--- src/rtl/jt_pkg.sv ---
package jt_pkg;
  localparam int BYTE_W = 8;
endpackage

--- src/rtl/jt_counter.sv ---
module jt_counter #(
  parameter int W      = 32,
  parameter int ADDR_W = 4,
  parameter int BASE   = 0
) (
  input  logic                     clk_i,
  input  logic                     rst_ni,
  input  logic                     inc_i,
  input  logic                     wr_en_i,
  input  logic [ADDR_W-1:0]        wr_addr_i,
  input  logic [jt_pkg::BYTE_W-1:0] wr_data_i,
  output logic [W-1:0]             cnt_o,
  output logic                     hit_o,
  output logic                     ovf_o
);
  import jt_pkg::*;
  localparam int NB = W / BYTE_W;

  logic [W-1:0] cnt_q, cnt_d;
  logic         ovf_q;
  logic [NB-1:0] byte_hit;

  for (genvar b = 0; b < NB; b++) begin : g_hit
    assign byte_hit[b] = wr_en_i && (wr_addr_i == ADDR_W'(BASE + b));
  end

  assign hit_o = |byte_hit;

  always_comb begin
    cnt_d = cnt_q;
    if (hit_o) begin
      for (int b = 0; b < NB; b++)
        if (byte_hit[b]) cnt_d[b*BYTE_W +: BYTE_W] = wr_data_i;
    end else if (inc_i) begin
      cnt_d = cnt_q + W'(1);
    end
  end

  always_ff @(posedge clk_i or negedge rst_ni) begin
    if (!rst_ni) begin
      cnt_q <= '0;
      ovf_q <= 1'b0;
    end else begin
      cnt_q <= cnt_d;
      if (inc_i && !hit_o && (&cnt_q)) ovf_q <= 1'b1;
    end
  end

  assign cnt_o = cnt_q;
  assign ovf_o = ovf_q;
endmodule

--- src/rtl/jt_jiffy_div.sv ---
module jt_jiffy_div #(
  parameter int RELOAD = 100,
  localparam int CNT_W = $clog2(RELOAD + 1)
) (
  input  logic             clk_i,
  input  logic             rst_ni,
  input  logic             tick_i,
  input  logic             restart_i,
  output logic [CNT_W-1:0] div_o,
  output logic             step_o
);
  logic [CNT_W-1:0] div_q;

  // last jiffy of the second: down-counter is about to reach zero
  assign step_o = tick_i && (div_q == CNT_W'(1));

  always_ff @(posedge clk_i or negedge rst_ni) begin
    if (!rst_ni)        div_q <= CNT_W'(RELOAD);
    else if (restart_i) div_q <= CNT_W'(RELOAD);
    else if (step_o)    div_q <= CNT_W'(RELOAD);
    else if (tick_i)    div_q <= div_q - CNT_W'(1);
  end

  assign div_o = div_q;
endmodule

--- src/rtl/jt_snapshot.sv ---
module jt_snapshot #(
  parameter int UPT_W  = 32,
  parameter int SEC_W  = 48,
  parameter int ADDR_W = 4
) (
  input  logic                      clk_i,
  input  logic                      rst_ni,
  input  logic                      snap_i,
  input  logic [UPT_W-1:0]          upt_i,
  input  logic [SEC_W-1:0]          sec_i,
  input  logic [ADDR_W-1:0]         rd_addr_i,
  output logic [jt_pkg::BYTE_W-1:0] rd_data_o,
  output logic [UPT_W-1:0]          snap_upt_o,
  output logic [SEC_W-1:0]          snap_sec_o
);
  import jt_pkg::*;
  localparam int TOT_W = UPT_W + SEC_W;
  localparam int NTOT  = TOT_W / BYTE_W;
  localparam int NADDR = 2 ** ADDR_W;

  logic [UPT_W-1:0]  upt_q;
  logic [SEC_W-1:0]  sec_q;
  logic [TOT_W-1:0]  all_w;
  logic [BYTE_W-1:0] bytes_w [NADDR];

  always_ff @(posedge clk_i or negedge rst_ni) begin
    if (!rst_ni) begin
      upt_q <= '0;
      sec_q <= '0;
    end else if (snap_i) begin
      upt_q <= upt_i;
      sec_q <= sec_i;
    end
  end

  assign all_w = {sec_q, upt_q};

  for (genvar i = 0; i < NADDR; i++) begin : g_map
    if (i < NTOT) begin : g_used
      assign bytes_w[i] = all_w[i*BYTE_W +: BYTE_W];
    end else begin : g_pad
      assign bytes_w[i] = '0;
    end
  end

  assign rd_data_o  = bytes_w[rd_addr_i];
  assign snap_upt_o = upt_q;
  assign snap_sec_o = sec_q;
endmodule

--- src/rtl/jiffy_timekeeper.sv ---
module jiffy_timekeeper #(
  parameter int UPT_W  = 32,
  parameter int SEC_W  = 48,
  parameter int RELOAD = 100,
  parameter int ADDR_W = 4
) (
  input  logic                      clk_i,
  input  logic                      rst_ni,
  input  logic                      tick_i,
  input  logic                      wr_en_i,
  input  logic [ADDR_W-1:0]         wr_addr_i,
  input  logic [jt_pkg::BYTE_W-1:0] wr_data_i,
  input  logic                      snap_i,
  input  logic [ADDR_W-1:0]         rd_addr_i,
  output logic [jt_pkg::BYTE_W-1:0] rd_data_o,
  output logic                      upt_ovf_o,
  output logic                      sec_ovf_o
);
  import jt_pkg::*;
  localparam int SEC_BASE = UPT_W / BYTE_W;
  localparam int CNT_W    = $clog2(RELOAD + 1);

  logic             tick_ok;
  logic             sec_step;
  logic             upt_hit, sec_hit;
  logic [UPT_W-1:0] upt_q, snap_upt;
  logic [SEC_W-1:0] sec_q, snap_sec;
  logic [CNT_W-1:0] div_q;

  // host access has priority; a coincident tick is lost
  assign tick_ok = tick_i && !wr_en_i;

  jt_counter #(.W(UPT_W), .ADDR_W(ADDR_W), .BASE(0)) i_upt (
    .clk_i, .rst_ni,
    .inc_i    (tick_ok),
    .wr_en_i,
    .wr_addr_i,
    .wr_data_i,
    .cnt_o    (upt_q),
    .hit_o    (upt_hit),
    .ovf_o    (upt_ovf_o)
  );

  jt_jiffy_div #(.RELOAD(RELOAD)) i_div (
    .clk_i, .rst_ni,
    .tick_i    (tick_ok),
    .restart_i (sec_hit),
    .div_o     (div_q),
    .step_o    (sec_step)
  );

  jt_counter #(.W(SEC_W), .ADDR_W(ADDR_W), .BASE(SEC_BASE)) i_sec (
    .clk_i, .rst_ni,
    .inc_i    (sec_step),
    .wr_en_i,
    .wr_addr_i,
    .wr_data_i,
    .cnt_o    (sec_q),
    .hit_o    (sec_hit),
    .ovf_o    (sec_ovf_o)
  );

  jt_snapshot #(.UPT_W(UPT_W), .SEC_W(SEC_W), .ADDR_W(ADDR_W)) i_snap (
    .clk_i, .rst_ni,
    .snap_i,
    .upt_i      (upt_q),
    .sec_i      (sec_q),
    .rd_addr_i,
    .rd_data_o,
    .snap_upt_o (snap_upt),
    .snap_sec_o (snap_sec)
  );

  logic unused_hit;
  assign unused_hit = upt_hit;
endmodule

--- config.mk ---
export PLATFORM = sky130hd
export DESIGN_NAME = jiffy_timekeeper
export DESIGN_NICKNAME = d
export VERILOG_FILES = /design/src/rtl/jt_pkg.sv /design/src/rtl/jt_counter.sv /design/src/rtl/jt_jiffy_div.sv /design/src/rtl/jt_snapshot.sv /design/src/rtl/jiffy_timekeeper.sv
export SDC_FILE = /design/constraint.sdc
export NUM_CORES = 1
export LEC_CHECK = 0
export BUFFER_PORTS_ARGS = -buffer_cell sky130_fd_sc_hd__buf_4
export CAP_MARGIN = 20
export CORE_MARGIN = 5
export CORE_UTILIZATION = 30
export CTS_CLUSTER_DIAMETER = 100
export DETAILED_ROUTE_END_ITERATION = 6
export GPL_ROUTABILITY_DRIVEN = 0
export GPL_TIMING_DRIVEN = 1
export SLEW_MARGIN = 10
export SYNTH_ARGS = -nofsm -noshare
export SYNTH_HDL_FRONTEND = slang
export SYNTH_SLANG_ARGS = --single-unit
--- constraint.sdc ---
create_clock -name clk_i -period 2.18 [get_ports clk_i]
set_input_delay 0.218 -clock clk_i [delete_from_list [all_inputs] [get_ports clk_i]]
set_output_delay 0.218 -clock clk_i [all_outputs]
set_load 0.01 [all_outputs]
==> results.yml <==
synthesis:
  async_reset_ff_frac: 1.00
  yosysTopAreaCell: "dfrtp_1"
  synth_common_cells: "166 x dfrtp_1, 87 x a21oi_1, 81 x mux2_2"
  synth_fp_nets: 940
  ys_ff_latch: 169
  netlist.area_leader.share: 0.449
  post-synth-top-count-cell: "dfrtp_1"
  synth_area_um2: 9260
  ys_dominant_reg_cell: "dfrtp_1"
  synthCells: 915
  yosysSeqAreaShare: 0.457
  synth_edf_count: 0
  synth_area_leaders: "dfrtp_1 45%, mux2_2 9.9%, a21oi_1 4.7%"
  synth_cell_types: 64
  yosysWarnings: 0
  syn_area_per_cell_um2: 10.1
layout:
  nNetsFinal: 1061
  drive_gt1_frac: 0.298
  antennaDiodeCount: 0
  post-route-util: 0.375
  instances_no_fill: 1445
  final_area_um2: 11400
  syn2layout_area_growth_pct: 23.4
sta:
  layout_min_cycle_time_ns: 2.13
  finalSetupTns_ns: 0
  setup_viol: 0
  clock_skew_ns: 0.0105
  maxSlewViolCount: 0
  period_share: 0.977
  slew_headroom: 0.325
  hold_violations: 0
  fmax_mhz: 469
  rsz0062_at_grt: "true"
  worst_slew_pin_slew_ns: 1.01
status:
  status: "finished clean"
critical_path:
  crit_path_cell_trace: "nand3_1 > buf_4 > nor4_2 > nand3_1 > o311a_1 > a211oi_1"
  reg2reg_slack_ns: 0.05
  r2r_start: "i_sec.cnt_o[0]"
  critPathTopFamily: "simple AND/OR/NAND/NOR gates"
  max_stage_delay_ns: 0.42
  startpoint: "i_sec.cnt_o[0]"
  critPathMaxFanout: 5
  cp-start-kind: "register"
  critical_path_class: "register to register"
  slowest_stage: "o311a_1"
  crit_required_ns: 2.53
  crit_arrival_ns: 2.48
  crit_path_frequent_cell: "nand3_1"
  crit_buf_inv: 1
  cp-end-kind: "register"
cts:
  clkTransAtPathRegs_ns: 0.07
  root_buffer: "clkbuf_16"
  max-clock-path-buffers: 2
  clock-sinks: 169
  cts.htree.levels: 4
  numCtsBuffers: 17
  clock_latency_ns: 0.45
  cts_tree: "yes"
grt:
  grt_pass1_vias: 7865
  grt_pass1_wl_mm: 45.7
  antenna_found_initial: 0
  grt_max_degree: 81
  gr-usage-all-layers: 0.173
  grt-ovfl-total: 0
drt:
  first_iter_violations: 802
  dr.pass1.iters: 5
  drt-total-wl_mm: 29.5
  post_drt_wl_per_cell_um: 20.4
  drcViolationCount: 0
  ant_nets: 0
  routed-via-count: 8161
  viasPerCell: 5.65
place:
  portBuffers: 30
  placedInstanceArea_um2: 10800
  placedCellCount: 1405
  dp_hpwl_mm: 21.8
power_and_ir_drop:
  power_frac_seq: 0.443
  clkPwrFrac: 0.291
  swShare: 0.325
  vdd_drop_max_mv: 0.587
  combPwrFrac: 0.267
  p_sw_mw: 3.24
  intPower_mw: 6.73
  power.density_nw_per_um2: 872
  p_leak_nw: 4.73
die:
  pin_count: 31
  fp.dieW_um: 186
  fp.dieH_um: 186
  rows: 64
  start_util: 0.304
  die_area_um2: 34500
  core_um2: 30500
worst_hold_path:
  hp-class: "primary input to register"
  hp-start: "wr_addr_i[1]"
job:
  cap_viol_max_count: 0
==> logic make-up (layout without fill, tap and decap cells) <==
| logic type | count (synthesis) | count (layout) | share of synthesized area |
|---|---|---|---|
| buffers and inverters | 66 | 200 | 0.0277 |
| DFF | 169 | 169 | 0.457 |
| adders and majority gates | 4 | 4 | 0.00540 |
| muxes | 112 | 112 | 0.154 |
| AOI/OAI and AO/OA | 263 | 263 | 0.187 |
| xor gates and xnor gates | 1 | 1 | 0.000946 |
| and+or+nand+nor | 300 | 300 | 0.168 |
==> power by group through the flow <==
stage               Sequential (mW)  Combinational [mW]  Clock (mW)
floorplan                      4.38                1.39           0
global placement               4.43                2.58           0
detailed placement             4.46                2.61           0
CTS                            4.41                2.63        2.95
global route                   4.50                2.88        3.09
finish                         4.41                2.66        2.90
==> stage by stage <==
| stage | power (mW) | hold WS, ns | worst slack [ns] |
|---|---|---|---|
| CTS | 9.99 | 0.102 | -0.00742 |
| finish | 9.97 | 0.113 | 0.0495 |
| global route | 10.5 | 0.133 | -0.0351 |
| floorplan | 5.76 | -0.0776 | 0.0239 |
| detailed placement | 7.08 | 0.250 | -0.0454 |
| global placement | 7.02 | 0.247 | -0.0367 |
==> routing by layer <==
layer  track usage  share of wire  vias up  wire length, um
li1              -              -     3762                -
met1         0.228           0.43     4003            12600
met2         0.280           0.47      325            13900
met3        0.0324          0.063       71             1860
met4        0.0697          0.040        0             1180
met5             0              0        -                0
==> state kept, by name, summed over array words and instances (netlist names) <==
name and count:
i_snap.snap_sec_o 48, i_snap.snap_upt_o 32, i_sec.ovf_o 1, i_upt.ovf_o 1, i_upt.cnt_o 32, i_div.div_o 7
i_sec.cnt_o 48
==> layout make-up <==
type / count / area (um^2)
fill: 2991 / 19100
multi-input combinational: 680 / 4840
sequential: 169 / 4230
timing repair buffer: 159 / 1280
tap: 396 / 495
clock buffer: 20 / 457
clock inverter: 12 / 91.3
inverter: 9 / 33.8
==> path summary, 6_finish.rpt <==
kind                                   endpoint  cells past startpoint
worst max-delay path            i_sec.cnt_o[39]                      6
worst min-delay path            i_upt.cnt_o[29]                      3
worst max register to register  i_sec.cnt_o[39]                      6
worst min register to register      i_upt.ovf_o                      1
max in group asynchronous        i_sec.cnt_o[7]                      3
min in group asynchronous        i_upt.cnt_o[2]                      2
==> layout by cell type (no fill, tap or decap), types with 16 or more instances in the layout <==
cell type	count
clkbuf_16	17
mux2_2	81
a31oi_1	17
dfrtp_1	166
nand4_1	25
nand3_1	42
a211oi_1	18
a21oi_1	86
o22a_1	32
o21ai_0	36
nor3_1	25
nor2_1	73
mux4_2	16
nand2_1	47
buf_4	150
==> worst min-delay path: cells and delay by family <==
| kind | cells | cell delay [ns] |
|---|---|---|
| buffers and inverters | 1 | 0.15 |
| and+or+nand+nor | 2 | 0.14 |
==> what timing repair did <==
item / in CTS / in global routing
resized for setup: 0 / 11
hold buffers: 1 / 0
hold endpoints to repair: 55 / 0
endpoints found under the setup margin: 4 / 43
pin swaps: 1 / 7
buffers inserted: 1 / 6
Note: power is estimated with default switching activity, not from simulation.
